File: config.mk
export PLATFORM = sky130hd
export DESIGN_NAME = wake_irq_aggregator
export DESIGN_NICKNAME = d
export VERILOG_FILES = /design/src/rtl/wia_pkg.sv /design/src/rtl/wia_sync.sv /design/src/rtl/wia_nmi_stage.sv /design/src/rtl/wia_mux_groups.sv /design/src/rtl/wake_irq_aggregator.sv
export SDC_FILE = /design/constraint.sdc
export NUM_CORES = 1
export LEC_CHECK = 0
export BUFFER_PORTS_ARGS = -buffer_cell sky130_fd_sc_hd__buf_4
export CORE_ASPECT_RATIO = 0.9
export CORE_MARGIN = 5
export CORE_UTILIZATION = 45
export CTS_BUF_LIST = sky130_fd_sc_hd__clkbuf_8
export DETAILED_ROUTE_END_ITERATION = 10
export PLACE_DENSITY = 0.64
export SLEW_MARGIN = 20
export SYNTH_ARGS = -nofsm -noshare
export SYNTH_HDL_FRONTEND = slang
export SYNTH_SLANG_ARGS = --single-unit
File: constraint.sdc
create_clock -name clk -period 2.87 [get_ports clk]
set_input_delay 0.1435 -clock clk [delete_from_list [all_inputs] [get_ports clk]]
set_output_delay 0.1435 -clock clk [all_outputs]
set_load 0.005 [all_outputs]
File: src/rtl/wia_pkg.sv
package wia_pkg;

  typedef enum logic [1:0] {
    TRIG_LOW  = 2'd0,
    TRIG_HIGH = 2'd1,
    TRIG_FALL = 2'd2,
    TRIG_RISE = 2'd3
  } trig_mode_e;

  // A select slot exists unless it overlaps the numbers owned by the
  // non-maskable/direct sources or lies at or above the implemented limit.
  function automatic logic sel_slot_exists(input int m, input int hole_lo,
                                           input int hole_len, input int limit);
    return (m < limit) && !((m >= hole_lo) && (m < hole_lo + hole_len));
  endfunction

endpackage

File: src/rtl/wia_sync.sv
module wia_sync #(
  parameter int W = 1
) (
  input  logic         clk,
  input  logic         rst,
  input  logic [W-1:0] d,
  output logic [W-1:0] q
);
  logic [W-1:0] meta;

  always_ff @(posedge clk) begin
    if (rst) begin
      meta <= '0;
      q    <= '0;
    end else begin
      meta <= d;
      q    <= meta;
    end
  end
endmodule

File: src/rtl/wia_nmi_stage.sv
module wia_nmi_stage
  import wia_pkg::*;
(
  input  logic       clk,
  input  logic       rst,
  input  logic       pad_s,
  input  trig_mode_e mode,
  input  logic       clr,
  output logic       latched
);
  logic prev;
  logic fire;

  always_comb begin
    unique case (mode)
      TRIG_LOW:  fire = ~pad_s;
      TRIG_HIGH: fire = pad_s;
      TRIG_FALL: fire = ~pad_s & prev;
      default:   fire = pad_s & ~prev;
    endcase
  end

  always_ff @(posedge clk) begin
    if (rst) begin
      prev    <= 1'b0;
      latched <= 1'b0;
    end else begin
      prev <= pad_s;
      if (fire)      latched <= 1'b1;
      else if (clr)  latched <= 1'b0;
    end
  end

  p_rise_sets_r3: assert property (@(posedge clk) disable iff (rst)
    (mode == TRIG_RISE && pad_s && !prev) |=> latched);
  p_high_holds_r4: assert property (@(posedge clk) disable iff (rst)
    (mode == TRIG_HIGH && pad_s && clr) |=> latched);
  p_clear_r4: assert property (@(posedge clk) disable iff (rst)
    (clr && mode == TRIG_RISE && !(pad_s && !prev)) |=> !latched);
  p_sticky_r10: assert property (@(posedge clk) disable iff (rst)
    (latched && !clr) |=> latched);
endmodule

File: src/rtl/wia_mux_groups.sv
module wia_mux_groups #(
  parameter int GROUP    = 8,
  parameter int N_GROUPS = 13,
  localparam int COVER   = GROUP * N_GROUPS
) (
  input  logic                clk,
  input  logic                rst,
  input  logic [COVER-1:0]    lines,
  input  logic [COVER-1:0]    sel,
  output logic [N_GROUPS-1:0] grp
);
  logic [COVER-1:0] gated;
  assign gated = lines & sel;

  for (genvar g = 0; g < N_GROUPS; g++) begin : g_grp
    assign grp[g] = |gated[g*GROUP +: GROUP];
  end

  p_silent_r7: assert property (@(posedge clk) disable iff (rst)
    ((lines & sel) == '0) |-> (grp == '0));
endmodule

File: src/rtl/wake_irq_aggregator.sv
module wake_irq_aggregator
  import wia_pkg::*;
#(
  parameter int N_DIRECT  = 18,
  parameter int N_MUX     = 128,
  parameter int GROUP     = 8,
  parameter int N_GROUPS  = 13,
  parameter int NMI_SLOT  = 32,
  parameter int SEL_LIMIT = 100,
  parameter int ADDR_W    = 3,
  parameter int DATA_W    = 32
) (
  input  logic                clk,
  input  logic                rst,
  input  logic                nmi_pad,
  input  logic [N_DIRECT-1:0] direct_irq,
  input  logic [N_MUX-1:0]    mux_irq,
  input  logic                reg_wr,
  input  logic [ADDR_W-1:0]   reg_addr,
  input  logic [DATA_W-1:0]   reg_wdata,
  output logic [DATA_W-1:0]   reg_rdata,
  output logic                irq_out
);
  localparam int STAT_W    = 1 + N_DIRECT + N_GROUPS;
  localparam int COVER     = GROUP * N_GROUPS;
  localparam int SEL_WORDS = N_MUX / DATA_W;
  localparam int SEL_BASE  = 4;
  localparam logic [ADDR_W-1:0] A_PEND = ADDR_W'(0);
  localparam logic [ADDR_W-1:0] A_EN   = ADDR_W'(1);
  localparam logic [ADDR_W-1:0] A_MODE = ADDR_W'(2);

  logic [N_MUX-1:0]    sel_mask;
  logic [N_MUX-1:0]    sel_q;
  logic [STAT_W-1:0]   en_q;
  trig_mode_e          mode_q;
  logic                pad_s;
  logic [N_DIRECT-1:0] dir_s;
  logic [COVER-1:0]    mux_s;
  logic [N_GROUPS-1:0] grp;
  logic                latched;
  logic                clr_nmi;
  logic [STAT_W-1:0]   raw_vec;
  logic [STAT_W-1:0]   pend_vec;
  logic [DATA_W-1:0]   rd_next;
  logic                unused_hi;

  for (genvar m = 0; m < N_MUX; m++) begin : g_mask
    assign sel_mask[m] = sel_slot_exists(m, NMI_SLOT, 1 + N_DIRECT, SEL_LIMIT);
  end

  assign unused_hi = ^mux_irq[N_MUX-1:COVER];

  wia_sync #(.W(1)) i_sync_pad (
    .clk(clk), .rst(rst), .d(nmi_pad), .q(pad_s)
  );
  wia_sync #(.W(N_DIRECT)) i_sync_dir (
    .clk(clk), .rst(rst), .d(direct_irq), .q(dir_s)
  );
  wia_sync #(.W(COVER)) i_sync_mux (
    .clk(clk), .rst(rst), .d(mux_irq[COVER-1:0]), .q(mux_s)
  );

  assign clr_nmi = reg_wr && (reg_addr == A_PEND) && reg_wdata[0];

  wia_nmi_stage i_nmi (
    .clk(clk), .rst(rst), .pad_s(pad_s), .mode(mode_q),
    .clr(clr_nmi), .latched(latched)
  );

  wia_mux_groups #(.GROUP(GROUP), .N_GROUPS(N_GROUPS)) i_groups (
    .clk(clk), .rst(rst), .lines(mux_s), .sel(sel_q[COVER-1:0]), .grp(grp)
  );

  assign raw_vec  = {grp, dir_s, latched};
  assign pend_vec = raw_vec & en_q;

  // Register writes
  always_ff @(posedge clk) begin
    if (rst) begin
      en_q   <= '0;
      mode_q <= TRIG_RISE;
      sel_q  <= '0;
    end else if (reg_wr) begin
      if (reg_addr == A_EN)   en_q   <= reg_wdata[STAT_W-1:0];
      if (reg_addr == A_MODE) mode_q <= trig_mode_e'(reg_wdata[1:0]);
      for (int w = 0; w < SEL_WORDS; w++) begin
        if (reg_addr == ADDR_W'(SEL_BASE + w))
          sel_q[w*DATA_W +: DATA_W] <= reg_wdata & sel_mask[w*DATA_W +: DATA_W];
      end
    end
  end

  // Read mux
  always_comb begin
    rd_next = '0;
    if (reg_addr == A_PEND)      rd_next[STAT_W-1:0] = pend_vec;
    else if (reg_addr == A_EN)   rd_next[STAT_W-1:0] = en_q;
    else if (reg_addr == A_MODE) rd_next[1:0]        = mode_q;
    for (int w = 0; w < SEL_WORDS; w++) begin
      if (reg_addr == ADDR_W'(SEL_BASE + w)) rd_next = sel_q[w*DATA_W +: DATA_W];
    end
  end

  always_ff @(posedge clk) begin
    if (rst) begin
      reg_rdata <= '0;
      irq_out   <= 1'b0;
    end else begin
      reg_rdata <= rd_next;
      irq_out   <= |pend_vec;
    end
  end

  p_no_hole_bits_r8: assert property (@(posedge clk) disable iff (rst)
    ((sel_q & ~sel_mask) == '0));
  p_irq_up_r11: assert property (@(posedge clk) disable iff (rst)
    (|pend_vec) |=> irq_out);
  p_irq_down_r11: assert property (@(posedge clk) disable iff (rst)
    (!(|pend_vec)) |=> !irq_out);
  p_en_stable_r9: assert property (@(posedge clk) disable iff (rst)
    !(reg_wr && reg_addr == A_EN) |=> $stable(en_q));
endmodule

==> impl_metrics.yaml <==
outcome:
  outcome: "completed"
yosys:
  netlist_instances: 1259
  ys_seq_area_share_pct: 59.3
  netlist.area_leader.share_pct: 59.3
  ys_seq_elements: 350
  synthMostInstantiatedCell: "dfxtp_1"
  async_flop_share_pct: 0
  synth_nets: 1444
  yosysUniqueCellTypes: 43
  avgSynthCellArea_um2: 9.38
  synth_ff_type: "dfxtp_1"
  synth_edf_count: 0
  synth_top_area_cell: "dfxtp_1"
  synth_common_cells: "dfxtp_1, nand2_1, nor2b_1"
  synth_area_leaders: "dfxtp_1, nor2b_1, nand2_1, a21oi_1, a22oi_1"
  yosys_warnings: 0
  synth_area_mm2: 0.0118
layout:
  drive_above_1_share_pct: 17.9
  fin_util_pct: 61.0
  syn2layout_area_growth_pct: 34.1
  final_net_count: 1742
  antenna_cells: 0
  nFillCells: 2257
floorplan:
  rows: 56
  io_pins: 218
  die_width_um: 181
  die-area_mm2: 0.0296
  die_h_um: 164
  initial_core_util_pct: 45.4
  coreArea_mm2: 0.0260
worst_setup_path:
  path_common_cell: "a21oi_1"
  slowest_stage: "inv_2"
  setup.worst_path.start_class: "primary input"
  cp.arrival_ns: 2.39
  slowest_delay_ns: 0.57
  required_ns: 3.35
  path_delay_family: "buffers and inverters"
  worst_setup_path_end_kind: "register"
  critPathMaxFanout: 35
  cp_cell_sequence: "dlygate4sd3_1 > buf_4 > inv_2 > o211ai_1 > a21oi_1 > a21oi_1 > nor2_1"
  cp_num_buf_inv: 3
  critPathKind: "primary input to register"
grt:
  antenna_found_initial: 0
  grt_pass1_wl_um: 51900
  overflow: 0
  grt_pass1_vias: 9325
  grt_max_degree: 138
  grt_usage_pct: 22.0
detailed_routing:
  dr.pass1.iters: 5
  drc: 0
  ant_nets: 0
  vias_per_cell: 5.00
  routedWlPerCell_um: 17.1
  vias: 9751
  drt_wl_total_um: 33400
  drtIter0Drc: 828
cts:
  cts_sinks: 350
  cts_resized: 0
  clk_pin_slew_ns: 0.07
  clock_latency_ns: 0.57
  h-tree-depth: 2
  cts_buffers: 54
  cts_tree: "built"
  clk_path_buf_depth: 3
  cts_setup_buffers: 0
  root_buffer: "clkbuf_8"
sta:
  fin_skew_ns: 0.0190
  period_share_pct: 66.8
  rsz0062_at_grt: "no"
  setup_ws_ns: 0.954
  tightest_slew_ns: 0.858
  relSlewSlack_pct: 42.8
  setup_violations: 0
  min_period_ns: 1.92
  fmax_mhz: 522
  drv_slew: 0
  tns_ns: 0
  hold_violations: 0
pwr:
  pwr-share-comb_pct: 7.3
  internal_power_mw: 7.95
  p_seq_share_pct: 49.8
  p_sw_share_pct: 22.6
  ir_drop_mv: 0.326
  clockPowerShare_pct: 43.0
  p_leak_nw: 6.22
  switchingPower_mw: 2.33
  power.density_mw_per_mm2: 649
  fin_total_pwr_mw: 10.3
placed_design:
  dpl.hpwl_um: 21800
  pre_cts_ws_ns: 0.893
  place.gp.congestion: 0.878
  port_buffers: 170
flow_run:
  drv_cap: 0
hold_path:
  hold_path.class: "primary input to register"
-- flip-flops by register name (all words and copies together) (netlist names), 2 cells and up --
name             cells
i_sync_mux.q        81
mode_q               2
reg_rdata           32
i_sync_mux.meta     81
en_q                32
i_sync_dir.q        18
sel_q               81
i_sync_dir.meta     18
-- repair_timing --
action / in CTS / in global routing
hold buffers: 133 / 0
endpoints found under the hold margin: 223 / 0
endpoints found under the setup margin: 0 / 0
-- per-stage QoR --
step	area, µm²	hold WS [ns]	instances
after global routing	15800	0.117	1950
after floorplan	11800	0.261	1259
after global placement	13300	0.357	1716
after CTS	15800	0.0941	1950
after detailed placement	13300	0.358	1716
final	15800	0.128	1950
-- worst register-to-register path: cells and delay by family (launching register included) --
kind,cells,cell delay (ns)
and+or+nand+nor,1,0.35
DFF,1,0.34
AOI/OAI and AO/OA,4,0.94
-- cell families after synthesis --
family | Yosys count | share of synthesized area (%)
AND/OR/NAND/NOR | 542 | 22.3
flip-flops | 350 | 59.3
AO/OA/AOI/OAI | 278 | 14.4
buffers and inverters | 83 | 3.47
multiplexers | 4 | 0.339
XOR/XNOR | 2 | 0.148
-- layer usage --
| metal | vias to the layer above | track usage, % | share of wire, % |
|---|---|---|---|
| met2 | 427 | 31.5 | 42 |
| li1 | 4800 | - | - |
| met5 | - | 0 | 0 |
| met1 | 4468 | 33.1 | 47 |
| met4 | 0 | 5.40 | 1.6 |
| met3 | 56 | 5.51 | 9.3 |
-- final timing paths --
path	start	endpoint	slack, ns	cells after the start
worst max register to register	sel_q[9]$_SDFFE_PP0P_	irq_out$_SDFF_PP0_	1.13	5
worst max-delay path	reg_addr[2]	reg_rdata[15]$_SDFF_PP0_	0.95	7
worst min-delay path	reg_wr	sel_q[81]$_SDFFE_PP0P_	0.13	5
worst min register to register	i_sync_mux.meta[57]$_SDFF_PP0_	i_sync_mux.q[57]$_SDFF_PP0_	0.43	1
-- layout make-up --
cell class | count | area [µm²] | area share [%]
flip-flops and latches | 350 | 7010 | 44.2
clock buffers | 76 | 1050 | 6.60
well taps | 348 | 435 | 2.75
repair buffers | 323 | 2790 | 17.6
clock inverters | 25 | 163 | 1.03
multi-input cells | 826 | 4400 | 27.7
inverters | 2 | 7.51 | 0.0474
-- power groups by stage --
stage / clock network, mW / logic [mW] / registers, mW
global route: 4.75 / 0.807 / 5.13
CTS: 4.50 / 0.739 / 5.12
detailed placement: 0 / 0.591 / 5.22
global placement: 0 / 0.588 / 5.22
floorplan: 0 / 0.314 / 5.19
finish: 4.42 / 0.746 / 5.12
-- layout by cell type, fill, tap and decap left out, types with 3 or more instances in the layout --
cell type      instances
a2111oi_2              3
a21oi_1              158
a221oi_1               5
a22o_1                 5
a22oi_1               43
a31oi_1                3
and3_1                 3
buf_4                187
clkbuf_8              76
clkinv_2               7
dfxtp_1              350
dlygate4sd3_1        133
inv_1                 15
mux2i_1                4
nand2_1              266
nand3_1                5
nand4_1               11
nor2_1                38
nor2b_1              205
nor3_1                 5
o2111ai_1              9
o211ai_1              19
o21ai_0               19
Note: power is estimated with default switching activity, not from simulation.
